$ cat config.mk
export PLATFORM = sky130hd
export DESIGN_NAME = heap_alloc
export DESIGN_NICKNAME = d
export VERILOG_FILES = /design/src/rtl/heap_alloc_pkg.sv /design/src/rtl/heap_seg_pool.sv /design/src/rtl/heap_ctrl.sv /design/src/rtl/heap_dp.sv /design/src/rtl/heap_alloc.sv
export SDC_FILE = /design/constraint.sdc
export NUM_CORES = 1
export LEC_CHECK = 0
export CORE_MARGIN = 5
export CORE_UTILIZATION = 55
export CTS_CLUSTER_DIAMETER = 200
export DETAILED_ROUTE_END_ITERATION = 10
export PLACE_DENSITY = 0.86
export RECOVER_POWER = 100
export SLEW_MARGIN = 20
export SYNTH_ARGS = -nofsm -noshare
export SYNTH_HDL_FRONTEND = slang
export SYNTH_SLANG_ARGS = --single-unit
$ cat constraint.sdc
create_clock -name clk -period 7.7 [get_ports clk]
set_input_delay 1.155 -clock clk [delete_from_list [all_inputs] [get_ports clk]]
set_output_delay 1.155 -clock clk [all_outputs]
set_load 0.05 [all_outputs]
$ cat src/rtl/heap_alloc_pkg.sv
package heap_alloc_pkg;

  typedef struct packed {
    logic respond;
    logic alloc8;
    logic alloc32;
    logic alloc1k;
    logic allocOvr;
    logic free8;
    logic free32;
    logic free1k;
    logic freeOvr;
    logic freeErr;
  } heapStrb_t;

  typedef struct packed {
    logic avail8;
    logic avail32;
    logic avail1k;
    logic ovrOpen;
    logic hit8;
    logic hit32;
    logic hit1k;
    logic hitOvr;
  } heapStat_t;

endpackage

$ cat src/rtl/heap_seg_pool.sv
module heap_seg_pool #(
  parameter int unsigned ADDR_W    = 32,
  parameter int unsigned BASE      = 0,
  parameter int unsigned SEG_BYTES = 8,
  parameter int unsigned COUNT     = 8
) (
  input  logic              clk,
  input  logic              rstN,
  input  logic              allocEn,
  input  logic              freeEn,
  input  logic [ADDR_W-1:0] probeAddr,
  output logic              avail,
  output logic [ADDR_W-1:0] allocAddr,
  output logic              probeHit
);
  localparam int unsigned IDX_W = (COUNT > 1) ? $clog2(COUNT) : 1;
  localparam int unsigned SHIFT = $clog2(SEG_BYTES);
  localparam int unsigned SPAN  = COUNT * SEG_BYTES;

  logic [COUNT-1:0]  usedMap;
  logic [IDX_W-1:0]  pickIdx;
  logic [IDX_W-1:0]  probeIdx;
  logic [ADDR_W-1:0] probeOff;
  logic              inRange;
  logic              aligned;

  // lowest free index wins
  always_comb begin
    avail   = 1'b0;
    pickIdx = '0;
    for (int i = COUNT - 1; i >= 0; i--) begin
      if (!usedMap[i]) begin
        avail   = 1'b1;
        pickIdx = IDX_W'(i);
      end
    end
  end

  assign allocAddr = ADDR_W'(BASE) + (ADDR_W'(pickIdx) << SHIFT);

  always_comb begin
    probeOff = probeAddr - ADDR_W'(BASE);
    inRange  = (probeAddr >= ADDR_W'(BASE)) && (probeOff < ADDR_W'(SPAN));
    aligned  = (probeOff[SHIFT-1:0] == '0);
    probeIdx = IDX_W'(probeOff >> SHIFT);
    probeHit = inRange && aligned && usedMap[probeIdx];
  end

  always_ff @(posedge clk) begin
    if (!rstN) begin
      usedMap <= '0;
    end else begin
      if (allocEn) usedMap[pickIdx]  <= 1'b1;
      if (freeEn)  usedMap[probeIdx] <= 1'b0;
    end
  end

endmodule

$ cat src/rtl/heap_ctrl.sv
module heap_ctrl
  import heap_alloc_pkg::*;
#(
  parameter int unsigned SIZE_W = 16
) (
  input  logic              reqValid,
  input  logic              reqIsFree,
  input  logic [SIZE_W-1:0] reqSize,
  input  heapStat_t         stat,
  output heapStrb_t         strb
);
  logic isMalloc;
  logic isFree;
  logic clsSmall;
  logic clsMid;
  logic clsBig;
  logic clsHuge;
  logic want32;
  logic want1k;

  always_comb begin
    isMalloc = reqValid && !reqIsFree;
    isFree   = reqValid && reqIsFree;
    clsSmall = (reqSize != '0) && (reqSize <= SIZE_W'(8));
    clsMid   = (reqSize > SIZE_W'(8)) && (reqSize <= SIZE_W'(32));
    clsBig   = (reqSize > SIZE_W'(32)) && (reqSize <= SIZE_W'(1024));
    clsHuge  = reqSize > SIZE_W'(1024);
    want32   = (clsSmall && !stat.avail8) || clsMid;
    want1k   = (want32 && !stat.avail32) || clsBig;

    strb          = '0;
    strb.respond  = reqValid;
    strb.alloc8   = isMalloc && clsSmall && stat.avail8;
    strb.alloc32  = isMalloc && want32 && stat.avail32;
    strb.alloc1k  = isMalloc && want1k && stat.avail1k;
    strb.allocOvr = isMalloc && clsHuge && stat.ovrOpen;
    strb.free8    = isFree && stat.hit8;
    strb.free32   = isFree && stat.hit32;
    strb.free1k   = isFree && stat.hit1k;
    strb.freeOvr  = isFree && stat.hitOvr;
    strb.freeErr  = isFree && !(stat.hit8 || stat.hit32 || stat.hit1k || stat.hitOvr);
  end

endmodule

$ cat src/rtl/heap_dp.sv
module heap_dp
  import heap_alloc_pkg::*;
#(
  parameter int unsigned ADDR_W    = 32,
  parameter int unsigned SIZE_W    = 16,
  parameter int unsigned BASE      = 32'h0001_0000,
  parameter int unsigned MEM_BYTES = 16384,
  parameter int unsigned FLOOR_OFF = 4096,
  parameter int unsigned N8        = 8,
  parameter int unsigned N32       = 8,
  parameter int unsigned N1K       = 4
) (
  input  logic              clk,
  input  logic              rstN,
  input  heapStrb_t         strb,
  input  logic [SIZE_W-1:0] reqSize,
  input  logic [ADDR_W-1:0] reqAddr,
  output heapStat_t         stat,
  output logic              respValid,
  output logic [ADDR_W-1:0] respAddr,
  output logic              freeErr
);
  localparam int unsigned TOP     = BASE + MEM_BYTES;
  localparam int unsigned P1K     = TOP - N1K * 1024;
  localparam int unsigned P32     = P1K - N32 * 32;
  localparam int unsigned P8      = P32 - N8 * 8;
  localparam int unsigned OVR_CAP = P8 - (BASE + FLOOR_OFF);

  logic [ADDR_W-1:0] addr8, addr32, addr1k;
  logic [ADDR_W-1:0] ovrAddr;
  logic [ADDR_W-1:0] ovrCand;
  logic [SIZE_W:0]   roundSize;
  logic              ovrUsed;
  logic              ovrFits;
  logic [ADDR_W-1:0] nextAddr;

  heap_seg_pool #(.ADDR_W(ADDR_W), .BASE(P8), .SEG_BYTES(8), .COUNT(N8)) u_pool8 (
    .clk(clk), .rstN(rstN), .allocEn(strb.alloc8), .freeEn(strb.free8),
    .probeAddr(reqAddr), .avail(stat.avail8), .allocAddr(addr8), .probeHit(stat.hit8));

  heap_seg_pool #(.ADDR_W(ADDR_W), .BASE(P32), .SEG_BYTES(32), .COUNT(N32)) u_pool32 (
    .clk(clk), .rstN(rstN), .allocEn(strb.alloc32), .freeEn(strb.free32),
    .probeAddr(reqAddr), .avail(stat.avail32), .allocAddr(addr32), .probeHit(stat.hit32));

  heap_seg_pool #(.ADDR_W(ADDR_W), .BASE(P1K), .SEG_BYTES(1024), .COUNT(N1K)) u_pool1k (
    .clk(clk), .rstN(rstN), .allocEn(strb.alloc1k), .freeEn(strb.free1k),
    .probeAddr(reqAddr), .avail(stat.avail1k), .allocAddr(addr1k), .probeHit(stat.hit1k));

  always_comb begin
    roundSize    = ({1'b0, reqSize} + (SIZE_W+1)'(3)) & ~(SIZE_W+1)'(3);
    ovrFits      = ADDR_W'(roundSize) <= ADDR_W'(OVR_CAP);
    ovrCand      = ADDR_W'(P8) - ADDR_W'(roundSize);
    stat.ovrOpen = !ovrUsed && ovrFits;
    stat.hitOvr  = ovrUsed && (reqAddr == ovrAddr);
  end

  always_comb begin
    nextAddr = '0;
    if (strb.alloc8)   nextAddr = addr8;
    if (strb.alloc32)  nextAddr = addr32;
    if (strb.alloc1k)  nextAddr = addr1k;
    if (strb.allocOvr) nextAddr = ovrCand;
  end

  always_ff @(posedge clk) begin
    if (!rstN) begin
      ovrUsed   <= 1'b0;
      ovrAddr   <= '0;
      respValid <= 1'b0;
      respAddr  <= '0;
      freeErr   <= 1'b0;
    end else begin
      if (strb.allocOvr) begin
        ovrUsed <= 1'b1;
        ovrAddr <= ovrCand;
      end else if (strb.freeOvr) begin
        ovrUsed <= 1'b0;
      end
      respValid <= strb.respond;
      respAddr  <= nextAddr;
      freeErr   <= strb.freeErr;
    end
  end

endmodule

$ cat src/rtl/heap_alloc.sv
module heap_alloc
  import heap_alloc_pkg::*;
#(
  parameter int unsigned ADDR_W    = 32,
  parameter int unsigned SIZE_W    = 16,
  parameter int unsigned BASE      = 32'h0001_0000,
  parameter int unsigned MEM_BYTES = 16384,
  parameter int unsigned FLOOR_OFF = 4096,
  parameter int unsigned N8        = 8,
  parameter int unsigned N32       = 8,
  parameter int unsigned N1K       = 4
) (
  input  logic              clk,
  input  logic              rstN,
  input  logic              reqValid,
  input  logic              reqIsFree,
  input  logic [SIZE_W-1:0] reqSize,
  input  logic [ADDR_W-1:0] reqAddr,
  output logic              respValid,
  output logic [ADDR_W-1:0] respAddr,
  output logic              freeErr
);
  heapStrb_t strb;
  heapStat_t stat;

  heap_ctrl #(.SIZE_W(SIZE_W)) u_ctrl (
    .reqValid(reqValid), .reqIsFree(reqIsFree), .reqSize(reqSize),
    .stat(stat), .strb(strb));

  heap_dp #(
    .ADDR_W(ADDR_W), .SIZE_W(SIZE_W), .BASE(BASE), .MEM_BYTES(MEM_BYTES),
    .FLOOR_OFF(FLOOR_OFF), .N8(N8), .N32(N32), .N1K(N1K)
  ) u_dp (
    .clk(clk), .rstN(rstN), .strb(strb), .reqSize(reqSize), .reqAddr(reqAddr),
    .stat(stat), .respValid(respValid), .respAddr(respAddr), .freeErr(freeErr));

endmodule

Word-level counts from Yosys, hierarchy flattened:

Cells that the tools add are included.

* input port bits: 52
* logic and storage cells: 176
* bits in registers: 87
* output and inout port bits: 34

* bitwise logic cells: 9
* equal/unequal tests: 1
* reductions and logical operators: 52
* $lt $le $gt $ge: 25
* mux-type cells: 73
* $add $sub $neg: 8

Operator list (count)
* 32-bit by 17-bit >= comparator with 1-bit output (second input constant): 3
* 32-bit by 17-bit subtractor with 32-bit output (second input constant): 3
* 18-bit two-way mux: 3
* 3-bit two-way mux: 16
* 8-bit two-way mux: 6
* 1-bit logical AND: 37
* 32-bit == test: 1
* 32-bit by 13-bit < comparator with 1-bit output (second input constant): 1
* 32-bit by 7-bit < comparator with 1-bit output (second input constant): 1
* 32-bit by 9-bit < comparator with 1-bit output (second input constant): 1
* 32-bit two-way mux: 1
* 1-bit two-way mux: 31
* 17-bit by 12-bit adder with 18-bit output (first input constant): 1
* 17-bit by 6-bit adder with 18-bit output (first input constant): 1
* 17-bit by 8-bit adder with 18-bit output (first input constant): 1
* 17-bit by 17-bit subtractor with 18-bit output (first input constant): 1
* 16-bit by 2-bit adder with 17-bit output (second input constant): 1
* 17-bit by 13-bit <= comparator with 1-bit output (second input constant): 1
* 8-bit AND: 2
* 16-bit by 11-bit > comparator with 1-bit output (second input constant): 1
* 16-bit by 4-bit > comparator with 1-bit output (second input constant): 1
* 16-bit by 6-bit > comparator with 1-bit output (second input constant): 1
* 16-bit by 11-bit <= comparator with 1-bit output (second input constant): 1
* 16-bit by 4-bit <= comparator with 1-bit output (second input constant): 1
* 23 further kinds: 51

Logic depth before layout (Yosys ltp):

* depth in word-level cells: 19
* mapped depth: 10
* gate-level depth less buffers: 9

By module:

A second synthesis with hierarchy kept.

* cell total of the unflattened synthesis: 722
* area total of the unflattened synthesis: 5522.8 µm²

Modules (own cells, without submodules)
* heap_dp: area an instance 2851.5 µm², times used 1, cells each 362, seq. area each 1021.0 µm²
* heap_seg_pool at u_dp.u_pool8: area an instance 982.2 µm², times used 1, cells each 136, seq. area each 160.2 µm²
* heap_seg_pool at u_dp.u_pool32: area an instance 838.3 µm², times used 1, cells each 108, seq. area each 160.2 µm²
* heap_seg_pool at u_dp.u_pool1k: area an instance 625.6 µm², times used 1, cells each 82, seq. area each 80.1 µm²
* heap_ctrl: area an instance 225.2 µm², times used 1, cells each 34, seq. area each 0.0 µm²

Worst setup path after synthesis:

Ideal clock, no wire load.

* path type: in2reg
* start point: input reqAddr[18]
* end point: register u_dp.u_pool32.usedMap[3]
* stages on the path: 10
* data arrival time: 3.891 ns
* path buffers: 3
* data required time: 7.578 ns
* slack: 3.687 ns
* setup time: 0.122 ns
* cell sequence: clkbuf_2 > or4_1 > buf_2 > or4_1 > clkbuf_2 > or4_1 > maj3_2 > nor4b_4 > nand3_2 > o311a_1

* longest elaborated chain between the ends: 7
* elaborated cells on any way between the ends: 8
* those cells by class: 1 x add/sub; 2 x order compare; 1 x mux; 4 x reduce/logical

Ends and longest elaborated chain
* from (decl): line heap_alloc.sv:18 `input logic [ADDR_W-1:0] reqAddr,`
* 32-bit by 17-bit subtractor with 32-bit output: line heap_seg_pool.sv:42 `probeOff = probeAddr - ADDR_W'(BASE);`
* 32-bit by 9-bit < comparator with 1-bit output: line heap_seg_pool.sv:43 `inRange = (probeAddr >= ADDR_W'(BASE)) && (probeOff < ADDR_W'(SPAN));`
* 1-bit logical AND (*): line heap_seg_pool.sv:43
* 1-bit logical AND (*) (2 in series): line heap_seg_pool.sv:46 `probeHit = inRange && aligned && usedMap[probeIdx];`
* 1-bit logical AND (*): line heap_ctrl.sv:38 `strb.free32 = isFree && stat.hit32;`
* 8-bit two-way mux (*): line heap_seg_pool.sv:54 `if (freeEn) usedMap[probeIdx] <= 1'b0;`
* to (signal assigned): line heap_seg_pool.sv:51 `usedMap <= '0;`
* to (signal, indexed assignment): line heap_seg_pool.sv:53 `if (allocEn) usedMap[pickIdx] <= 1'b1;`
* to (signal, indexed assignment): line heap_seg_pool.sv:54
* to (decl): line heap_seg_pool.sv:20 `logic [COUNT-1:0] usedMap;`

Mark *: on every way between the ends. The rest lies on a longest branch, timed or not.
A chain may end at the register's enable or synchronous reset.

Worst setup path in the final report:

* start point: input reqAddr[19]
* end point: register u_dp.u_pool32.usedMap[5]

Same word-level chain as after synthesis.

==> results.json <==
{
  "run_status": "finished, final reports clean",
  "cts-hold-fix-buffers": 0,
  "yosysTopAreaCell": "dfxtp_1",
  "synth_area_leaders": "dfxtp_1 (29%), nand2_1 (4.7%), o21ai_0 (4.3%)",
  "crit_path_start_kind": "primary input",
  "hold_end": "u_dp.ovrAddr[7]$_SDFFE_PN0P_",
  "wire_per_inst_um": 19.1,
  "start_util_pct": 56.7,
  "antenna_cells": 0,
  "dp_hpwl_mm": 9.34,
  "numCtsBuffers": 5,
  "grt_overflow_total": 0,
  "slew_viol_final": 0,
  "post-cts-setup-buffer-count": 0,
  "min_period_over_period_pct": 66.4,
  "synth_edf_count": 0,
  "synth_common_cells": "dfxtp_1 (55), nand2_1 (48), nor2_1 (39), o21ai_0 (33), a21oi_1 (27)",
  "pwr-share-comb_pct": 21.2,
  "numClockSinks": 55,
  "final_hold_viol_count": 0,
  "final_area_um2": 4740,
  "cp-startpoint": "reqAddr[19]",
  "cts_tree": "yes",
  "wl_mm": 12.5,
  "grt_pass1_vias": 3914,
  "worst-setup-path-type": "primary input to flop",
  "fin_skew_ns": 0.00694,
  "ctsResizeCount": 0,
  "ir_worst_vdd_v": 0.000116,
  "setup_viol": 0,
  "p_leak_uw": 0.00175,
  "dieArea_um2": 8780,
  "reg2reg_depth": 7,
  "cp.arrival_ns": 5.32,
  "required_ns": 7.91,
  "grt_first_pass_wirelength_mm": 19.6,
  "rrSetupSlack_ns": 4.63,
  "worstPathMaxFanout": 7,
  "hold_start": "u_dp.ovrAddr[7]$_SDFFE_PN0P_",
  "synth_warnings": 0,
  "rsz0062_at_grt": "no",
  "ys_ff_latch": 55,
  "maxSlewHeadroom_pct": 20.6,
  "rows": 30,
  "p_int_uw": 474,
  "synthCells": 503,
  "coreArea_um2": 6790,
  "vias": 4177,
  "cp_slowest_stage_delay_ns": 1.00,
  "fillers": 528,
  "antenna_found_initial": 0,
  "ant_nets": 0,
  "clockRootBuffer": "clkbuf_8",
  "power_switching_uw": 194,
  "cp_common_cell": "or4_1",
  "power_uw": 668,
  "die_height_um": 93.7,
  "hp-class": "flop to flop",
  "crit_chain": "dlygate4sd3_1 -> or4_1 -> or4_1 -> or4_1 -> maj3_1 -> nor4b_1 -> nand3_2 -> o311a_1",
  "htreeDepth": 2,
  "drtIter0Drc": 315,
  "track_usage_pct": 27.8,
  "timing.rr.end": "u_dp.u_pool32.usedMap[5]$_SDFF_PN0_",
  "netlist_area_um2": 3850,
  "cp-end-kind": "flop",
  "place.port_buffers": 83,
  "placed_cell_area_um2": 4620,
  "synth.top_cell.area_share_pct": 28.6,
  "async_reset_ff_share_pct": 0,
  "ys_seq_area_share_pct": 28.6,
  "layoutNonFillerInstCount": 656,
  "power.density_nw_per_um2": 141,
  "cp_slowest_cell": "nor4b_1",
  "clockBufferDepth": 2,
  "p_seq_share_pct": 43.4,
  "layout_min_cycle_time_ns": 5.11,
  "drive_above_1_share_pct": 3.21,
  "route.detailed.drc": 0,
  "final.setup.tns_ns": 0,
  "die_w_um": 93.7,
  "grt_max_degree": 25,
  "vias_per_cell": 6.37,
  "place_inst": 648,
  "pwr-share-clk_pct": 35.4,
  "drv_cap": 0,
  "whs_path_depth": 2,
  "drtPass1Iterations": 5,
  "io_pins": 86,
  "whs_ns": 0.469,
  "p_sw_share_pct": 29.0,
  "syn_avg_cell_area_um2": 7.66,
  "ys.flop_type": "dfxtp_1",
  "fin_nets": 612,
  "gp_congestion": 0.927,
  "max_freq_ghz": 0.196,
  "worstMarginPinSlew_ns": 1.16,
  "synth.most_common_cell": "dfxtp_1",
  "r2r_start": "u_dp.u_pool32.usedMap[3]$_SDFF_PN0_",
  "clk_pin_slew_ns": 0.10,
  "clock_latency_ns": 0.32,
  "ys_types": 69,
  "areaGrowthSynthToFinish_pct": 22.9
}
-- final cells by class --
| class | instances | area [µm²] | area share (%) |
|---|---|---|---|
| well taps | 96 | 120 | 2.53 |
| repair buffers | 86 | 846 | 17.9 |
| inverters | 12 | 45.0 | 0.951 |
| clock inverters | 3 | 71.3 | 1.51 |
| flip-flops and latches | 55 | 1100 | 23.2 |
| clock buffers | 5 | 68.8 | 1.45 |
| multi-input cells | 399 | 2490 | 52.5 |
-- critical path: cells and delay by family --
kind                       cells  cell delay, ns
AOI/OAI and AO/OA              1            0.33
adders and majority gates      1            0.36
and+or+nand+nor                5            2.84
buffers and inverters          1            0.64
-- kinds of logic after synthesis --
logic type | Yosys count | share of synthesized area, %
xor+xnor | 27 | 6.13
flops | 55 | 28.6
simple gates | 226 | 32.7
buf+inv | 53 | 6.88
fa+ha+maj | 2 | 0.617
mux | 8 | 2.47
other cells | 1 | 0.0973
compound gates | 131 | 22.5
-- per-layer routing --
metal / global-route usage, % / vias to the layer above / share of wire (%)
met1: 36.5 / 1895 / 40
met2: 45.5 / 285 / 46
met4: 9.63 / 0 / 3.5
met3: 5.45 / 42 / 10
li1: - / 1955 / -
met5: 0 / - / 0
-- sequential cells by signal, summed over array words and instances, names as in the netlist --
name	count
u_dp.freeErr	1
u_dp.ovrAddr	16
u_dp.ovrUsed	1
u_dp.respAddr	16
u_dp.respValid	1
u_dp.u_pool1k.usedMap	4
u_dp.u_pool32.usedMap	8
u_dp.u_pool8.usedMap	8
-- power by group through the flow --
stage          combinational, µW  clock (µW)  sequential [µW]
2_1_floorplan               79.8           0              302
3_3_place_gp                 141           0              296
3_5_place_dp                 142           0              296
4_1_cts                      143         236              290
5_1_grt                      150         248              290
6_report                     142         237              289
-- worst max path at each step --
| stage | end | slack, ns | cells past startpoint |
|---|---|---|---|
| 4_1_cts | u_dp.u_pool1k.usedMap[0]$_SDFF_PN0_ | 3.24 | 8 |
| 3_5_place_dp | u_dp.u_pool1k.usedMap[0]$_SDFF_PN0_ | 2.91 | 8 |
| 6_report | u_dp.u_pool32.usedMap[5]$_SDFF_PN0_ | 2.59 | 8 |
| 5_1_grt | u_dp.u_pool32.usedMap[5]$_SDFF_PN0_ | 2.34 | 8 |
| 3_3_place_gp | u_dp.u_pool1k.usedMap[0]$_SDFF_PN0_ | 3.01 | 8 |
| 2_1_floorplan | u_dp.u_pool32.usedMap[3]$_SDFF_PN0_ | 3.69 | 10 |
-- metrics by stage --
stage                     setup WS, ns  util [%]
after floorplan                   3.69         -
after global placement            3.01      68.0
after detailed placement          2.91      68.0
after CTS                         3.24      70.1
after global routing              2.34      69.7
final                             2.59      69.7
-- cell usage in the layout (no fill, tap or decap), types with 6 or more instances in the layout --
cell type and count:
clkdlybuf4s50_1 49, nor2b_1 12, and2_1 8, dfxtp_1 55, or4_1 10, inv_1 12
nor3_1 15, nor2_1 39, o21ai_0 34, xnor2_1 12, and3_1 6, a21oi_1 27
or3_1 10, nand2_1 48, dlygate4sd3_1 34, a31oi_1 11, nand2b_1 11, nor4_1 13
nand4_1 13, a21o_1 6, nand3_1 11, xor2_1 15, nor4b_1 8
Note: power is estimated with default switching activity, not from simulation.
